[config.mk]
export PLATFORM = sky130hd
export DESIGN_NAME = pin_cfg_bank
export DESIGN_NICKNAME = d
export VERILOG_FILES = /design/src/rtl/pin_cfg_pkg.sv /design/src/rtl/pin_cfg_wr_dec.sv /design/src/rtl/pin_cfg_reg.sv /design/src/rtl/pin_cfg_pad.sv /design/src/rtl/pin_cfg_rd.sv /design/src/rtl/pin_cfg_bank.sv
export SDC_FILE = /design/constraint.sdc
export NUM_CORES = 1
export LEC_CHECK = 0
export BUFFER_PORTS_ARGS = -buffer_cell sky130_fd_sc_hd__clkbuf_2
export CAP_MARGIN = 0
export CORE_MARGIN = 2
export CORE_UTILIZATION = 30
export CTS_CLUSTER_DIAMETER = 50
export DETAILED_ROUTE_END_ITERATION = 12
export PLACE_DENSITY = 0.46
export SETUP_SLACK_MARGIN = 0.02
export SYNTH_ARGS = -nofsm -noshare
export SYNTH_HDL_FRONTEND = slang
export SYNTH_HIERARCHICAL = 1
export SYNTH_SLANG_ARGS = --single-unit
[constraint.sdc]
create_clock -name clk_i -period 4 [get_ports clk_i]
set_clock_uncertainty 0.1 [all_clocks]
set_input_delay 0.6 -clock clk_i [delete_from_list [all_inputs] [get_ports clk_i]]
set_output_delay 0.6 -clock clk_i [all_outputs]
set_load 0.02 [all_outputs]
[src/rtl/pin_cfg_pkg.sv]
package pin_cfg_pkg;
  localparam int CFG_W    = 16;
  localparam int GRP_PINS = 16;
  localparam int BUS_W    = 32;

  // fixed field positions (pad ring decodes these)
  localparam int PULL_LSB  = 0;
  localparam int SLEW_BIT  = 2;
  localparam int PFILT_BIT = 4;
  localparam int OD_BIT    = 5;
  localparam int DRV_BIT   = 6;
  localparam int MUX_LSB   = 8;
  localparam int LOCK_BIT  = 15;

  function automatic logic [CFG_W-1:0] wr_mask(input int mux_w);
    logic [CFG_W-1:0] m;
    m = '0;
    m[PULL_LSB +: 2] = 2'b11;
    m[SLEW_BIT]  = 1'b1;
    m[PFILT_BIT] = 1'b1;
    m[OD_BIT]    = 1'b1;
    m[DRV_BIT]   = 1'b1;
    for (int k = 0; k < mux_w; k++) m[MUX_LSB+k] = 1'b1;
    m[LOCK_BIT]  = 1'b1;
    return m;
  endfunction
endpackage

[src/rtl/pin_cfg_wr_dec.sv]
module pin_cfg_wr_dec #(
  parameter int NUM_PINS = 32,
  parameter int ADDR_W   = 6
) (
  input  logic                  wr_i,
  input  logic [ADDR_W-1:0]     addr_i,
  input  logic [15:0]           mask_i,
  input  logic [1:0]            be_i,
  output logic [NUM_PINS-1:0]   pin_we_o,
  output logic [2*NUM_PINS-1:0] pin_be_o
);
  localparam int GRP = pin_cfg_pkg::GRP_PINS;

  for (genvar i = 0; i < NUM_PINS; i++) begin : g_pin
    localparam int G = i / GRP;
    localparam int B = i % GRP;
    logic hit_direct, hit_group;
    assign hit_direct = wr_i && (addr_i == ADDR_W'(i));
    assign hit_group  = wr_i && (addr_i == ADDR_W'(NUM_PINS + G)) && mask_i[B];
    assign pin_we_o[i]        = hit_direct | hit_group;
    // broadcast writes always load the full half-word
    assign pin_be_o[2*i +: 2] = hit_group ? 2'b11 : be_i;
  end
endmodule

[src/rtl/pin_cfg_reg.sv]
module pin_cfg_reg
  import pin_cfg_pkg::*;
#(
  parameter int MUX_W = 3
) (
  input  logic             clk_i,
  input  logic             rst_ni,
  input  logic             we_i,
  input  logic [1:0]       be_i,
  input  logic [CFG_W-1:0] wdata_i,
  output logic [CFG_W-1:0] cfg_o
);
  localparam logic [CFG_W-1:0] WMASK = wr_mask(MUX_W);

  logic [CFG_W-1:0] cfg_q;

  always_ff @(posedge clk_i or negedge rst_ni) begin
    if (!rst_ni) begin
      cfg_q <= '0;
    end else if (we_i && !cfg_q[LOCK_BIT]) begin
      for (int b = 0; b < 2; b++) begin
        if (be_i[b]) cfg_q[b*8 +: 8] <= wdata_i[b*8 +: 8] & WMASK[b*8 +: 8];
      end
    end
  end

  assign cfg_o = cfg_q;
endmodule

[src/rtl/pin_cfg_pad.sv]
module pin_cfg_pad
  import pin_cfg_pkg::*;
#(
  parameter int MUX_W = 3
) (
  input  logic [CFG_W-1:0] cfg_i,
  output logic             pull_en_o,
  output logic             pull_up_o,
  output logic             slew_slow_o,
  output logic             pfilt_en_o,
  output logic             od_en_o,
  output logic             drv_hi_o,
  output logic             dig_en_o,
  output logic [MUX_W-1:0] mux_o,
  output logic             lock_o
);
  logic [1:0] pull_code;
  logic       unused_rsvd;

  assign pull_code   = cfg_i[PULL_LSB +: 2];
  assign pull_en_o   = pull_code[1];
  assign pull_up_o   = pull_code[1] & pull_code[0];
  assign slew_slow_o = cfg_i[SLEW_BIT];
  assign pfilt_en_o  = cfg_i[PFILT_BIT];
  assign od_en_o     = cfg_i[OD_BIT];
  assign drv_hi_o    = cfg_i[DRV_BIT];
  assign mux_o       = cfg_i[MUX_LSB +: MUX_W];
  assign dig_en_o    = |mux_o;
  assign lock_o      = cfg_i[LOCK_BIT];
  assign unused_rsvd = ^(cfg_i & ~wr_mask(MUX_W));
endmodule

[src/rtl/pin_cfg_rd.sv]
module pin_cfg_rd
  import pin_cfg_pkg::*;
#(
  parameter int NUM_PINS = 32,
  parameter int ADDR_W   = 6
) (
  input  logic                      clk_i,
  input  logic                      rst_ni,
  input  logic                      rd_i,
  input  logic [ADDR_W-1:0]         addr_i,
  input  logic [NUM_PINS*CFG_W-1:0] cfg_flat_i,
  output logic [BUS_W-1:0]          rdata_o
);
  localparam int IDX_W = (NUM_PINS > 1) ? $clog2(NUM_PINS) : 1;

  logic [CFG_W-1:0] cfg_arr [NUM_PINS];
  logic             in_range;
  logic [BUS_W-1:0] rdata_q;

  for (genvar i = 0; i < NUM_PINS; i++) begin : g_unpack
    assign cfg_arr[i] = cfg_flat_i[i*CFG_W +: CFG_W];
  end

  assign in_range = addr_i < ADDR_W'(NUM_PINS);

  always_ff @(posedge clk_i or negedge rst_ni) begin
    if (!rst_ni)                rdata_q <= '0;
    else if (rd_i && in_range)  rdata_q <= {{(BUS_W-CFG_W){1'b0}}, cfg_arr[addr_i[IDX_W-1:0]]};
    else                        rdata_q <= '0;
  end

  assign rdata_o = rdata_q;
endmodule

[src/rtl/pin_cfg_bank.sv]
module pin_cfg_bank
  import pin_cfg_pkg::*;
#(
  parameter int NUM_PINS = 32,
  parameter int MUX_W    = 3,
  parameter int ADDR_W   = 6
) (
  input  logic                      clk_i,
  input  logic                      rst_ni,
  input  logic                      bus_wr_i,
  input  logic                      bus_rd_i,
  input  logic [ADDR_W-1:0]         bus_addr_i,
  input  logic [31:0]               bus_wdata_i,
  input  logic [3:0]                bus_be_i,
  output logic [31:0]               bus_rdata_o,
  output logic [NUM_PINS-1:0]       pull_en_o,
  output logic [NUM_PINS-1:0]       pull_up_o,
  output logic [NUM_PINS-1:0]       slew_slow_o,
  output logic [NUM_PINS-1:0]       pfilt_en_o,
  output logic [NUM_PINS-1:0]       od_en_o,
  output logic [NUM_PINS-1:0]       drv_hi_o,
  output logic [NUM_PINS-1:0]       dig_en_o,
  output logic [NUM_PINS*MUX_W-1:0] mux_o,
  output logic [NUM_PINS-1:0]       lock_o
);
  logic [NUM_PINS-1:0]       pin_we;
  logic [2*NUM_PINS-1:0]     pin_be;
  logic [NUM_PINS*CFG_W-1:0] cfg_flat;
  logic                      unused_be;

  assign unused_be = ^bus_be_i[3:2];

  pin_cfg_wr_dec #(.NUM_PINS(NUM_PINS), .ADDR_W(ADDR_W)) u_dec (
    .wr_i     (bus_wr_i),
    .addr_i   (bus_addr_i),
    .mask_i   (bus_wdata_i[31:16]),
    .be_i     (bus_be_i[1:0]),
    .pin_we_o (pin_we),
    .pin_be_o (pin_be)
  );

  for (genvar i = 0; i < NUM_PINS; i++) begin : g_pin
    pin_cfg_reg #(.MUX_W(MUX_W)) u_reg (
      .clk_i   (clk_i),
      .rst_ni  (rst_ni),
      .we_i    (pin_we[i]),
      .be_i    (pin_be[2*i +: 2]),
      .wdata_i (bus_wdata_i[CFG_W-1:0]),
      .cfg_o   (cfg_flat[i*CFG_W +: CFG_W])
    );

    pin_cfg_pad #(.MUX_W(MUX_W)) u_pad (
      .cfg_i       (cfg_flat[i*CFG_W +: CFG_W]),
      .pull_en_o   (pull_en_o[i]),
      .pull_up_o   (pull_up_o[i]),
      .slew_slow_o (slew_slow_o[i]),
      .pfilt_en_o  (pfilt_en_o[i]),
      .od_en_o     (od_en_o[i]),
      .drv_hi_o    (drv_hi_o[i]),
      .dig_en_o    (dig_en_o[i]),
      .mux_o       (mux_o[i*MUX_W +: MUX_W]),
      .lock_o      (lock_o[i])
    );
  end

  pin_cfg_rd #(.NUM_PINS(NUM_PINS), .ADDR_W(ADDR_W)) u_rd (
    .clk_i      (clk_i),
    .rst_ni     (rst_ni),
    .rd_i       (bus_rd_i),
    .addr_i     (bus_addr_i),
    .cfg_flat_i (cfg_flat),
    .rdata_o    (bus_rdata_o)
  );
endmodule

=== After elaboration in Yosys (flattened, before gate mapping) ===
Index checks and enable logic that the tools add are counted.

* Output and inout port bits: 384
* Input port bits: 46
* Register bits: 352
* Logic and storage cells: 429

* Bitwise gates (word level): 65
* Reduce and logical (&&, ||, !) cells: 228
* $lt $le $gt $ge: 2
* Equal/unequal tests: 33
* Muxes and demuxes: 36

{| class="wikitable"
|+ Operators with widths
! operator !! number
|-
| 2-bit AND reduction || 64
|-
| 1-bit logical AND || 99
|-
| 6-bit by 5-bit equality test with 1-bit output (second input constant) || 16
|-
| 3-bit OR reduction || 32
|-
| 16-bit binary-select mux with 5-bit select || 1
|-
| 2-bit 2-to-1 mux || 32
|-
| 6-bit by 4-bit equality test with 1-bit output (second input constant) || 8
|-
| 16-bit 2-to-1 mux || 3
|-
| 1-bit bitwise AND || 32
|-
| 1-bit logical NOT || 32
|-
| 1-bit OR || 32
|-
| 6-bit by 3-bit equality test with 1-bit output (second input constant) || 4
|-
| 6-bit by 2-bit equality test with 1-bit output (second input constant) || 2
|-
| 6-bit equality test (second input constant) || 2
|-
| 6-bit by 1-bit equality test with 1-bit output (second input constant) || 1
|-
| 6-bit greater-or-equal comparator (second input constant) || 1
|-
| 6-bit logical NOT || 1
|-
| 6-bit less-than comparator (second input constant) || 1
|-
| 5-bit inverter with 6-bit output || 1
|}

=== Logic depth before layout (Yosys ltp) ===
Gate-level depths: netlist of the first run.

* Depth after elaboration: 6
* Depth in mapped cells: 8
* Gate-level depth less buffers: 5

=== Hierarchy ===
The synthesis of the first run kept the hierarchy.

{| class="wikitable"
|+ Modules (own cells, without submodules)
! module !! area an instance (um^2) !! times used !! cells each !! sequential area each (um^2)
|-
| pin_cfg_reg || 440.4 || 32 || 29 || 250.2
|-
| pin_cfg_rd || 4725.8 || 1 || 351 || 400.4
|-
| pin_cfg_pad || 80.1 || 32 || 11 || 0.0
|-
| pin_cfg_wr_dec || 1278.7 || 1 || 176 || 0.0
|}

=== Worst setup path before layout of the first run ===
No wires, ideal clock.

* Path type: input port to flip-flop
* Start point: in bus_addr_i[2]
* End point: reg g_pin[0].u_reg.cfg_q[10]
* Stages on the path: 6
* Path buffers: 1
* Library setup time: 0.125 ns
* Arrival time: 2.409 ns
* Required time: 3.775 ns
* Path slack: 1.366 ns
* Cells stage by stage: buf_4 -> inv_1 -> nand2_1 -> a2111oi_0 -> nand3b_2 -> mux2_2

* Word-level cells in the longest chain between the ends: 6
* Elaborated cells between the ends (all ways): 9
* Classes of those cells: eq/ne (1); mux (1); bitwise (1); reduce/logical (6)

{| class="wikitable"
|+ RTL lines
! what !! RTL line !! source
|-
| start: declaration || pin_cfg_bank.sv:12 || <nowiki>input logic [ADDR_W-1:0] bus_addr_i,</nowiki>
|-
| 6-bit equality test || pin_cfg_wr_dec.sv:19 || <nowiki>assign hit_group = wr_i && (addr_i == ADDR_W'(NUM_PINS + G)) && mask_i[B];</nowiki>
|-
| 1-bit logical AND (2 in series) || pin_cfg_wr_dec.sv:19 ||
|-
| 1-bit OR (*) || pin_cfg_wr_dec.sv:20 || <nowiki>assign pin_we_o[i] = hit_direct | hit_group;</nowiki>
|-
| via pin_we[0] || pin_cfg_bank.sv:26 || <nowiki>logic [NUM_PINS-1:0] pin_we;</nowiki>
|-
| 1-bit logical AND (*) || pin_cfg_reg.sv:20 || <nowiki>end else if (we_i && !cfg_q[LOCK_BIT]) begin</nowiki>
|-
| 2-bit AND reduction (no source line) (*) || - ||
|-
| end signal: indexed assignment || pin_cfg_reg.sv:22 || <nowiki>if (be_i[b]) cfg_q[b*8 +: 8] <= wdata_i[b*8 +: 8] & WMASK[b*8 +: 8];</nowiki>
|-
| end: declaration || pin_cfg_reg.sv:15 || <nowiki>logic [CFG_W-1:0] cfg_q;</nowiki>
|}

The timed path passes the listed nets; every way through them passes the cells marked *.
A chain may end at the register's enable or synchronous reset.

=== Final worst setup path of the first run ===
* Start point: in bus_addr_i[5]
* End point: reg g_pin[11].u_reg.cfg_q[1]

* Elaborated cells between the ends (all ways): 9
* Classes of those cells: eq/ne (2); mux (1); bitwise (1); reduce/logical (5)

{| class="wikitable"
|+ RTL lines
! what !! RTL line !! source
|-
| 6-bit equality test || pin_cfg_wr_dec.sv:19 ||
|-
| 1-bit logical AND (2 in series) || pin_cfg_wr_dec.sv:19 ||
|-
| 2-bit 2-to-1 mux || pin_cfg_wr_dec.sv:22 || <nowiki>assign pin_be_o[2*i +: 2] = hit_group ? 2'b11 : be_i;</nowiki>
|-
| via pin_be[22] || pin_cfg_bank.sv:27 || <nowiki>logic [2*NUM_PINS-1:0] pin_be;</nowiki>
|-
| 2-bit AND reduction (no source line) || - ||
|-
| end signal: indexed assignment || pin_cfg_reg.sv:22 ||
|-
| end: declaration || pin_cfg_reg.sv:15 ||
|}

The timed path passes the listed nets, and every way through them passes these cells.

==> results.sh, run 1 <==
export IMPL_outcome="complete, no violations"
export IMPL_slowest_stage="and2_1"
export IMPL_drt_iter0_markers=964
export IMPL_io_buffers=405
export IMPL_drt_total_wl_mm=71.65
export IMPL_rr_worst_depth=4
export IMPL_cts_tree="built"
export IMPL_dpl_hpwl_mm=53.57
export IMPL_multi_input_area_um2=10620
export IMPL_hold_viol=0
export IMPL_nFillCells=7548
export IMPL_die_h_um=278.8
export IMPL_synth_ff_latch_count=336
export IMPL_cts_clk_slew_worst_paths_ps=50
export IMPL_grt_pass1_vias=14350
export IMPL_fp_dieW_um=278.8
export IMPL_drv_cap=0
export IMPL_finalPower_mw=11.72
export IMPL_fmax_ghz=0.3922
export IMPL_crit_type="input pin to flip-flop"
export IMPL_worst_pin_slew_ps=907.5
export IMPL_area_delta_synth_final_pct=8.299
export IMPL_worst_hold_slack_ps=426.9
export IMPL_leakage_nw=12.79
export IMPL_ys_async_sr_fraction=1.000
export IMPL_via_per_inst=4.785
export IMPL_grt_max_degree=93
export IMPL_cts_max_level=2
export IMPL_power_density_nw_per_um2=477.7
export IMPL_netlist_instances=1807
export IMPL_coreArea_um2=74570
export IMPL_cp_cell_sequence="clkbuf_2, and3b_1, and2_1, buf_4, a21o_1, nand3b_4, mux2_2"
export IMPL_slew_viol_final=0
export IMPL_clock_latency_ps=590
export IMPL_final_layout_size_suffix_gt1_frac=0.5249
export IMPL_grt_first_pass_wirelength_mm=103.4
export IMPL_min_path_cells=1
export IMPL_ir_worst_vdd_mv=0.2733
export IMPL_setup_ws_ps=1450
export IMPL_slew_headroom=0.3950
export IMPL_synth_area_um2=22660
export IMPL_dominantRegCellSynth="dfrtp_1"
export IMPL_crit_required_ps=4360
export IMPL_avgRoutedWirePerCell_um=24.51
export IMPL_synth_enable_flop_cells=0
export IMPL_place_congestion=0.7904
export IMPL_fin_crit_sh=0.6374
export IMPL_cp_slowest_stage_delay_ps=680
export IMPL_critPathMaxFanout=19
export IMPL_cts_made_buffers=54
export IMPL_yosys_warnings=6
export IMPL_rows=100
export IMPL_cts_resized=0
export IMPL_antenna_left=0
export IMPL_pre_cts_slack_ps=881.0
export IMPL_synth_area_per_cell_um2=12.54
export IMPL_critPathArrivalTime_ps=2910
export IMPL_num_io_pins=430
export IMPL_final_setup_viol_count=0
export IMPL_min_period_ps=2550
export IMPL_initial_core_util=0.3039
export IMPL_synth_top_area_share=0.3710
export IMPL_cts_num_sinks=336
export IMPL_die_area_um2=77750
export IMPL_antenna_found_initial=3
export IMPL_startpoint_type="input pin"
export IMPL_synthTopCellsByCount="buf_4, dfrtp_1, mux2_2"
export IMPL_grt_util_all_layers=0.1819
export IMPL_firstDrtPassIters=5
export IMPL_ys_types=50
export IMPL_grt_ovfl_total=0
export IMPL_hold_class="flip-flop to flip-flop"
export IMPL_end_kind="flip-flop"
export IMPL_synth_top_area_cell="dfrtp_1"
export IMPL_vias=13988
export IMPL_rsz0062_at_grt="false"
export IMPL_drc=0
export IMPL_setup_tns_ps=0
export IMPL_cts_path_max_buffers=3
export IMPL_fin_nets=1953
export IMPL_yosysMostFrequentCell="buf_4"
export IMPL_yosysSeqAreaShare=0.3710
export IMPL_root_buffer="clkbuf_16"
export IMPL_reg2reg_setup_slack_ps=2040
export IMPL_seqCellArea_um2=8408
export IMPL_synth_area_leaders="dfrtp_1, buf_4, mux2_2, mux4_2, mux2i_1"
[registers in the layout, indices dropped and copies added (netlist names)]
signal             flops
g_pin.u_reg/cfg_o    320
u_rd/rdata_o          16
[cell type report]
cell class | instances | area share
diodes | 3 | 0.0003059
well taps | 969 | 0.04940
clock inverters | 34 | 0.01886
flip-flops and latches | 336 | 0.3426
multi-input cells | 1072 | 0.4325
inverters | 6 | 0.0009177
clock buffers | 66 | 0.05980
repair buffers | 437 | 0.09554
[final timing paths]
| check | from | end |
|---|---|---|
| hold reg to reg | g_pin[19].u_reg/cfg_o[0] | g_pin[19].u_reg/cfg_o[0] |
| setup / recovery | bus_addr_i[5] | g_pin[11].u_reg/cfg_o[1] |
| min in group asynchronous | rst_ni | g_pin[29].u_reg/cfg_o[9] |
| setup reg to reg | g_pin[12].u_reg/cfg_o[9] | u_rd/rdata_o[9] |
| hold / removal | g_pin[19].u_reg/cfg_o[0] | g_pin[19].u_reg/cfg_o[0] |
| max in group asynchronous | rst_ni | g_pin[5].u_reg/cfg_o[8] |
[power breakdown]
group          internal, mW  total, mW  switching [mW]
Clock                  3.21       5.00            1.78
Sequential             3.80       4.20           0.404
Combinational          1.04       2.52            1.48
Total                  8.06       11.7            3.67
[layout by cell type, fill, tap and decap left out, types with 34 or more instances in the layout]
cell type    n
clkbuf_2   402
and2_1      34
or3_1       35
mux4_2     104
conb_1     208
mux2i_1     64
a21o_1      64
dfrtp_1    336
clkbuf_16   55
mux2_2     288
[layer usage]
layer  part of all wire  global-route usage
met3              0.055             0.03724
met4              0.036             0.06589
met1               0.42              0.2332
met2               0.49              0.3032
met5                  0                   0
[worst max-delay path: cells and delay by family]
family	cells	cell delay (ps)
buffers and inverters	2	580
multiplexers	1	330
AND/OR/NAND/NOR	3	1200
AO/OA/AOI/OAI	1	180
[kinds of logic after synthesis]
kind of cell | synth area share
buffers and inverters | 0.1896
other | 0.005466
AO/OA/AOI/OAI | 0.07012
multiplexers | 0.2840
AND/OR/NAND/NOR | 0.07973
flip-flops | 0.3710
[metrics by stage]
step	cells	area (um2)	utilization
after global routing	2923	24540	0.3291
after detailed placement	2819	22590	0.3030
after floorplan	1982	23320	-
after CTS	2920	24530	0.3290
after global placement	2819	22590	0.3030
final	2923	24540	0.3291
[timing repair]
item	in CTS	in global routing
hold endpoints to repair	29	0
hold buffers	1	0
setup buffers	0	0
setup endpoints to repair	0	0
No activity file was read; power rests on OpenSTA's default activity.
==> run 2, diff against run 1 <==
==> constraint.sdc (replaced) <==
create_clock -name clk_i -period 2.4 [get_ports clk_i]
set_clock_uncertainty 0.1 [all_clocks]
set_input_delay 0.36 -clock clk_i [delete_from_list [all_inputs] [get_ports clk_i]]
set_output_delay 0.36 -clock clk_i [all_outputs]
set_load 0.02 [all_outputs]
==> run 2 against run 1 <==
Effect of this change: flip-flop and latch count unchanged; total power up 63%; wire length up 0.79%; die area unchanged; critical path depth down 4; critical endpoint is now dig_en_o[13]; hold slack worse by 260 ps; combinational power up 72%.
==> results.sh, run 2 (same netlist as run 1, synthesis figures left out) <==
export IMPL_outcome="complete, no violations"
export IMPL_cts_max_level=2
export IMPL_grt_first_pass_wirelength_mm=104.2
export IMPL_pre_cts_slack_ps=-48.57
export IMPL_coreArea_um2=74570
export IMPL_largest_register_ffs=320
export IMPL_die_area_um2=77750
export IMPL_nFillCells=7557
export IMPL_num_io_pins=430
export IMPL_cp_num_buf_inv=2
export IMPL_p_seq_frac=0.367
export IMPL_place_congestion=0.8068
export IMPL_final_setup_viol_count=0
export IMPL_firstDrtPassIters=4
export IMPL_drv_cap=0
export IMPL_leakage_nw=13.19
export IMPL_end_kind="output port"
export IMPL_cts_clk_slew_worst_paths_ps=60
export IMPL_grt_ovfl_total=0
export IMPL_startpoint_type="flip-flop"
export IMPL_reg2reg_setup_slack_ps=460
export IMPL_grt_util_all_layers=0.1825
export IMPL_regToRegEndpoint="u_rd/rdata_o[4]"
export IMPL_initial_core_util=0.3039
export IMPL_drt_iter0_markers=691
export IMPL_setup_tns_ps=0
export IMPL_fin_nets=2036
export IMPL_crit_type="flip-flop to output port"
export IMPL_rsz0062_at_grt="false"
export IMPL_slowest_stage="dfrtp_1"
export IMPL_ir_worst_vdd_mv=0.5465
export IMPL_cts_tree="built"
export IMPL_area_delta_synth_final_pct=11.14
export IMPL_antenna_found_initial=2
export IMPL_rr_worst_depth=5
export IMPL_hold_viol=0
export IMPL_cts_made_buffers=54
export IMPL_power_density_nw_per_um2=758.6
export IMPL_avgRoutedWirePerCell_um=24.05
export IMPL_setup_ws_ps=273.9
export IMPL_grt_pass1_vias=14590
export IMPL_slew_headroom=0.3744
export IMPL_crit_required_ps=1940
export IMPL_drc=0
export IMPL_vias=14319
export IMPL_cp_slowest_stage_delay_ps=380
export IMPL_rows=100
export IMPL_fin_crit_sh=0.8859
export IMPL_io_buffers=405
export IMPL_slew_viol_final=0
export IMPL_cts_num_sinks=336
export IMPL_clock_latency_ps=590
export IMPL_cp_cell_sequence="buf_4, or3_1, clkbuf_2"
export IMPL_layout_common_cells="clkbuf_2, dfrtp_1, mux2_2"
export IMPL_critPathMaxFanout=3
export IMPL_switching_share=0.3233
export IMPL_dpl_hpwl_mm=54.52
export IMPL_die_h_um=278.8
export IMPL_hold_class="input pin to asynchronous set/reset pin"
export IMPL_comb_power_share=0.227
export IMPL_pwr_share_clk=0.406
export IMPL_cts_path_max_buffers=3
export IMPL_root_buffer="clkbuf_16"
export IMPL_worst_pin_slew_ps=938.4
export IMPL_cp_top_family="flip-flops"
export IMPL_power_switching_mw=6.176
export IMPL_critPathArrivalTime_ps=1670
export IMPL_fmax_ghz=0.4703
export IMPL_drt_total_wl_mm=72.21
export IMPL_grt_max_degree=78
export IMPL_antenna_left=0
export IMPL_final_layout_size_suffix_gt1_frac=0.5436
export IMPL_p_int_mw=12.93
export IMPL_fp_dieW_um=278.8
export IMPL_min_period_ps=2126
export IMPL_final_common_cell="clkbuf_2"
export IMPL_r2r_start="g_pin[15].u_reg/cfg_o[4]"
export IMPL_via_per_inst=4.770
[run 2: changes by cell type in the layout (fill, tap and decap cells not counted)]
cell and delta:
buf_12 +13, buf_4 +70, bufinv_16 -5, clkbuf_8 -3, clkinv_4 -1, clkinvlp_4 +2
diode_2 -1, inv_8 +4
[run 2: worst register-to-register path, stage by stage, from the launching register on]
cell and delay, ps:
dfrtp_1 390, mux4_2 490, mux2i_1 270, buf_4 170, a221o_1 230, a31oi_1 110
[run 2: worst max-delay path by stage]
| stage | startpoint | end | slack (ps) | cells after the start |
|---|---|---|---|---|
| 2_1_floorplan | bus_addr_i[2] | g_pin[2].u_reg/cfg_o[10] | 30 | 6 |
| 3_3_place_gp | bus_addr_i[0] | u_rd/rdata_o[5] | -20 | 7 |
| 3_5_place_dp | bus_addr_i[1] | g_pin[27].u_reg/cfg_o[1] | -50 | 8 |
| 4_1_cts | g_pin[13].u_reg/cfg_o[10] | dig_en_o[13] | 210 | 3 |
| 5_1_grt | g_pin[13].u_reg/cfg_o[10] | dig_en_o[13] | 180 | 3 |
| 6_report | g_pin[13].u_reg/cfg_o[10] | dig_en_o[13] | 270 | 3 |
[run 2: through the flow]
stage	hold WS [ps]	power, mW	cell area, um2	util	instances
detailed placement	174.9	11.48	23380	0.3135	2902
global placement	176.8	11.41	23380	0.3135	2902
CTS	134.1	19.37	25180	0.3377	3000
floorplan	-35.59	10.64	23320	-	1982
finish	165.0	19.11	25180	0.3377	3002
global route	154.1	19.96	25180	0.3377	3002
[run 2: layout make-up]
| cell class | count | area, um2 | share of cell area |
|---|---|---|---|
| Tap cell | 969 | 1212 | 0.04814 |
| Sequential cell | 336 | 8408 | 0.3339 |
| Clock buffer | 63 | 1426 | 0.05664 |
| Multi-Input combinational cell | 1072 | 10620 | 0.4215 |
| Inverter | 6 | 22.52 | 0.0008943 |
| Antenna cell | 2 | 5.005 | 0.0001987 |
| Clock inverter | 34 | 364.1 | 0.01446 |
| Timing Repair Buffer | 520 | 3131 | 0.1243 |
[run 2: routing by layer]
metal,track usage,share of wire,up-vias
met1,0.2362,0.43,7562
met5,0,0,-
met3,0.03230,0.046,77
li1,-,-,6295
met2,0.3134,0.50,385
met4,0.04908,0.022,0
[run 2: repair_timing]
action,4_1_cts,5_1_grt
buffers inserted,0,0
hold buffers,1,0
resized for setup,0,0
hold endpoints to repair,336,0
[run 2: power by group through the flow]
stage / registers [mW] / clock network, mW / logic, mW
6_report: 7.01 / 7.75 / 4.34
5_1_grt: 7.11 / 8.23 / 4.62
2_1_floorplan: 6.82 / 0 / 3.82
3_3_place_gp: 7.07 / 0 / 4.34
4_1_cts: 7.01 / 7.97 / 4.38
3_5_place_dp: 7.11 / 0 / 4.37
==> run 3, diff against run 2 <==
==> constraint.sdc (replaced) <==
create_clock -name clk_i -period 2.4 [get_ports clk_i]
set_clock_uncertainty 0.1 [all_clocks]
set_input_delay 0.12 -clock clk_i [delete_from_list [all_inputs] [get_ports clk_i]]
set_output_delay 0.12 -clock clk_i [all_outputs]
set_load 0.02 [all_outputs]
==> run 3 against run 2 <==
Effect of this change: first-iteration DRC count shrank 6.1%; core utilization decreased by 0.27 points; critical endpoint is now u_rd/rdata_o[9]; maximum frequency grew 8.6%; final area down 0.80%; total power rose by 0.37%; hold slack got worse by 150 ps.
==> results.sh, run 3 (same netlist as run 1, synthesis figures left out) <==
export IMPL_reg2reg_setup_slack_ps=440
export IMPL_via_per_inst=4.774
export IMPL_cts_resized=0
export IMPL_drt_total_wl_mm=72.38
export IMPL_setup_tns_ps=0
export IMPL_rr_worst_depth=4
export IMPL_coreArea_um2=74570
export IMPL_fin_nets=2009
export IMPL_grt_pass1_vias=14633
export IMPL_grt_ovfl_total=0
export IMPL_critPathMaxFanout=4
export IMPL_worst_pin_slew_ps=990.7
export IMPL_area_delta_synth_final_pct=10.24
export IMPL_slew_viol_final=0
export IMPL_critPathArrivalTime_ps=2300
export IMPL_finalPower_mw=19.18
export IMPL_nFillCells=7531
export IMPL_rsz0062_at_grt="false"
export IMPL_hold_viol=0
export IMPL_fp_dieW_um=278.8
export IMPL_firstDrtPassIters=5
export IMPL_place_congestion=0.8166
export IMPL_rows=100
export IMPL_r2r_start="g_pin[12].u_reg/cfg_o[9]"
export IMPL_ir_worst_vdd_mv=0.4847
export IMPL_cts_path_max_buffers=3
export IMPL_cts_tree="built"
export IMPL_initial_core_util=0.3039
export IMPL_dpl_instance_area_um2=23010
export IMPL_dp_cells=2863
export IMPL_grt_util_all_layers=0.1833
export IMPL_min_period_ps=1958
export IMPL_die_area_um2=77750
export IMPL_end_kind="flip-flop"
export IMPL_antenna_left=0
export IMPL_fmax_ghz=0.5108
export IMPL_fin_cells=2974
export IMPL_grt_first_pass_wirelength_mm=104.3
export IMPL_final_common_cell="clkbuf_2"
export IMPL_clock_latency_ps=580
export IMPL_final_setup_viol_count=0
export IMPL_drc=0
export IMPL_final_layout_size_suffix_gt1_frac=0.5322
export IMPL_grt_max_degree=65
export IMPL_drt_iter0_markers=649
export IMPL_fin_crit_sh=0.8156
export IMPL_die_h_um=278.8
export IMPL_cts_clk_slew_worst_paths_ps=60
export IMPL_largest_register_ffs=320
export IMPL_root_buffer="clkbuf_16"
export IMPL_final_cell_area_um2=24980
export IMPL_layout_common_cells="clkbuf_2, dfrtp_1, mux2_2"
export IMPL_slew_headroom=0.3371
export IMPL_avgRoutedWirePerCell_um=24.34
export IMPL_cts_num_sinks=336
export IMPL_io_buffers=405
export IMPL_startpoint_type="flip-flop"
export IMPL_dpl_hpwl_mm=54.49
export IMPL_regToRegEndpoint="u_rd/rdata_o[9]"
export IMPL_power_density_nw_per_um2=767.7
export IMPL_vias=14199
export IMPL_cts_max_level=2
export IMPL_cts_made_buffers=52
export IMPL_hold_class="input pin to asynchronous set/reset pin"
export IMPL_leakage_nw=13.04
export IMPL_crit_required_ps=2750
export IMPL_drv_cap=0
export IMPL_crit_type="flip-flop to flip-flop"
export IMPL_outcome="complete, no violations"
export IMPL_num_io_pins=430
export IMPL_antenna_found_initial=0
## run 3: worst max-delay path: stages (launching register included)
cell and delay [ps]:
dfrtp_1 450, mux4_2 480, mux2i_1 360, a221o_1 360
a31oi_1 80
## run 3: layout make-up
type | instances | area [um2] | share of cell area
clock inverter | 30 | 357.8 | 0.01432
antenna | 2 | 5.005 | 0.0002003
clock buffer | 64 | 1458 | 0.05835
sequential | 336 | 8408 | 0.3366
multi-input combinational | 1072 | 10620 | 0.4249
inverter | 6 | 22.52 | 0.0009015
timing repair buffer | 495 | 2903 | 0.1162
tap | 969 | 1212 | 0.04853
## run 3: routing by layer
metal,vias up,part of all wire,track usage
met4,0,0.025,0.04770
met5,-,0,0
li1,6263,-,-
met3,97,0.056,0.03874
met2,428,0.50,0.3147
met1,7411,0.42,0.2338
## run 3: worst max path at each step
stage                                    startpoint                  endpoint  slack [ps]  cells after the start
final                      g_pin[12].u_reg/cfg_o[9]           u_rd/rdata_o[9]         440                      4
after global routing      g_pin[15].u_reg/cfg_o[10]          u_rd/rdata_o[10]         310                      4
after CTS                   g_pin[7].u_reg/cfg_o[2]           u_rd/rdata_o[2]         360                      5
after detailed placement              bus_addr_i[0]           u_rd/rdata_o[2]          60                      7
after global placement                bus_addr_i[0]           u_rd/rdata_o[2]          40                      7
after floorplan                       bus_addr_i[2]  g_pin[0].u_reg/cfg_o[10]         250                      6
## run 3: power by group
group          total (mW)  internal, mW  switching [mW]
logic                4.28          1.80            2.48
clock network        7.88          4.91            2.97
registers            7.01          6.33           0.682
## run 3: metrics by stage
stage	worst slack, ps	utilization	hold slack, ps
after floorplan	246.2	-	-275.6
after global placement	44.56	0.3086	52.12
after detailed placement	62.63	0.3086	57.71
after CTS	361.9	0.3349	3.894
after global routing	313.0	0.3349	37.30
final	442.5	0.3350	11.46
## run 3: repair_timing
item | in CTS | in global routing
buffers inserted | 0 | 0
endpoints found under the hold margin | 278 | 0
hold buffers | 15 | 0
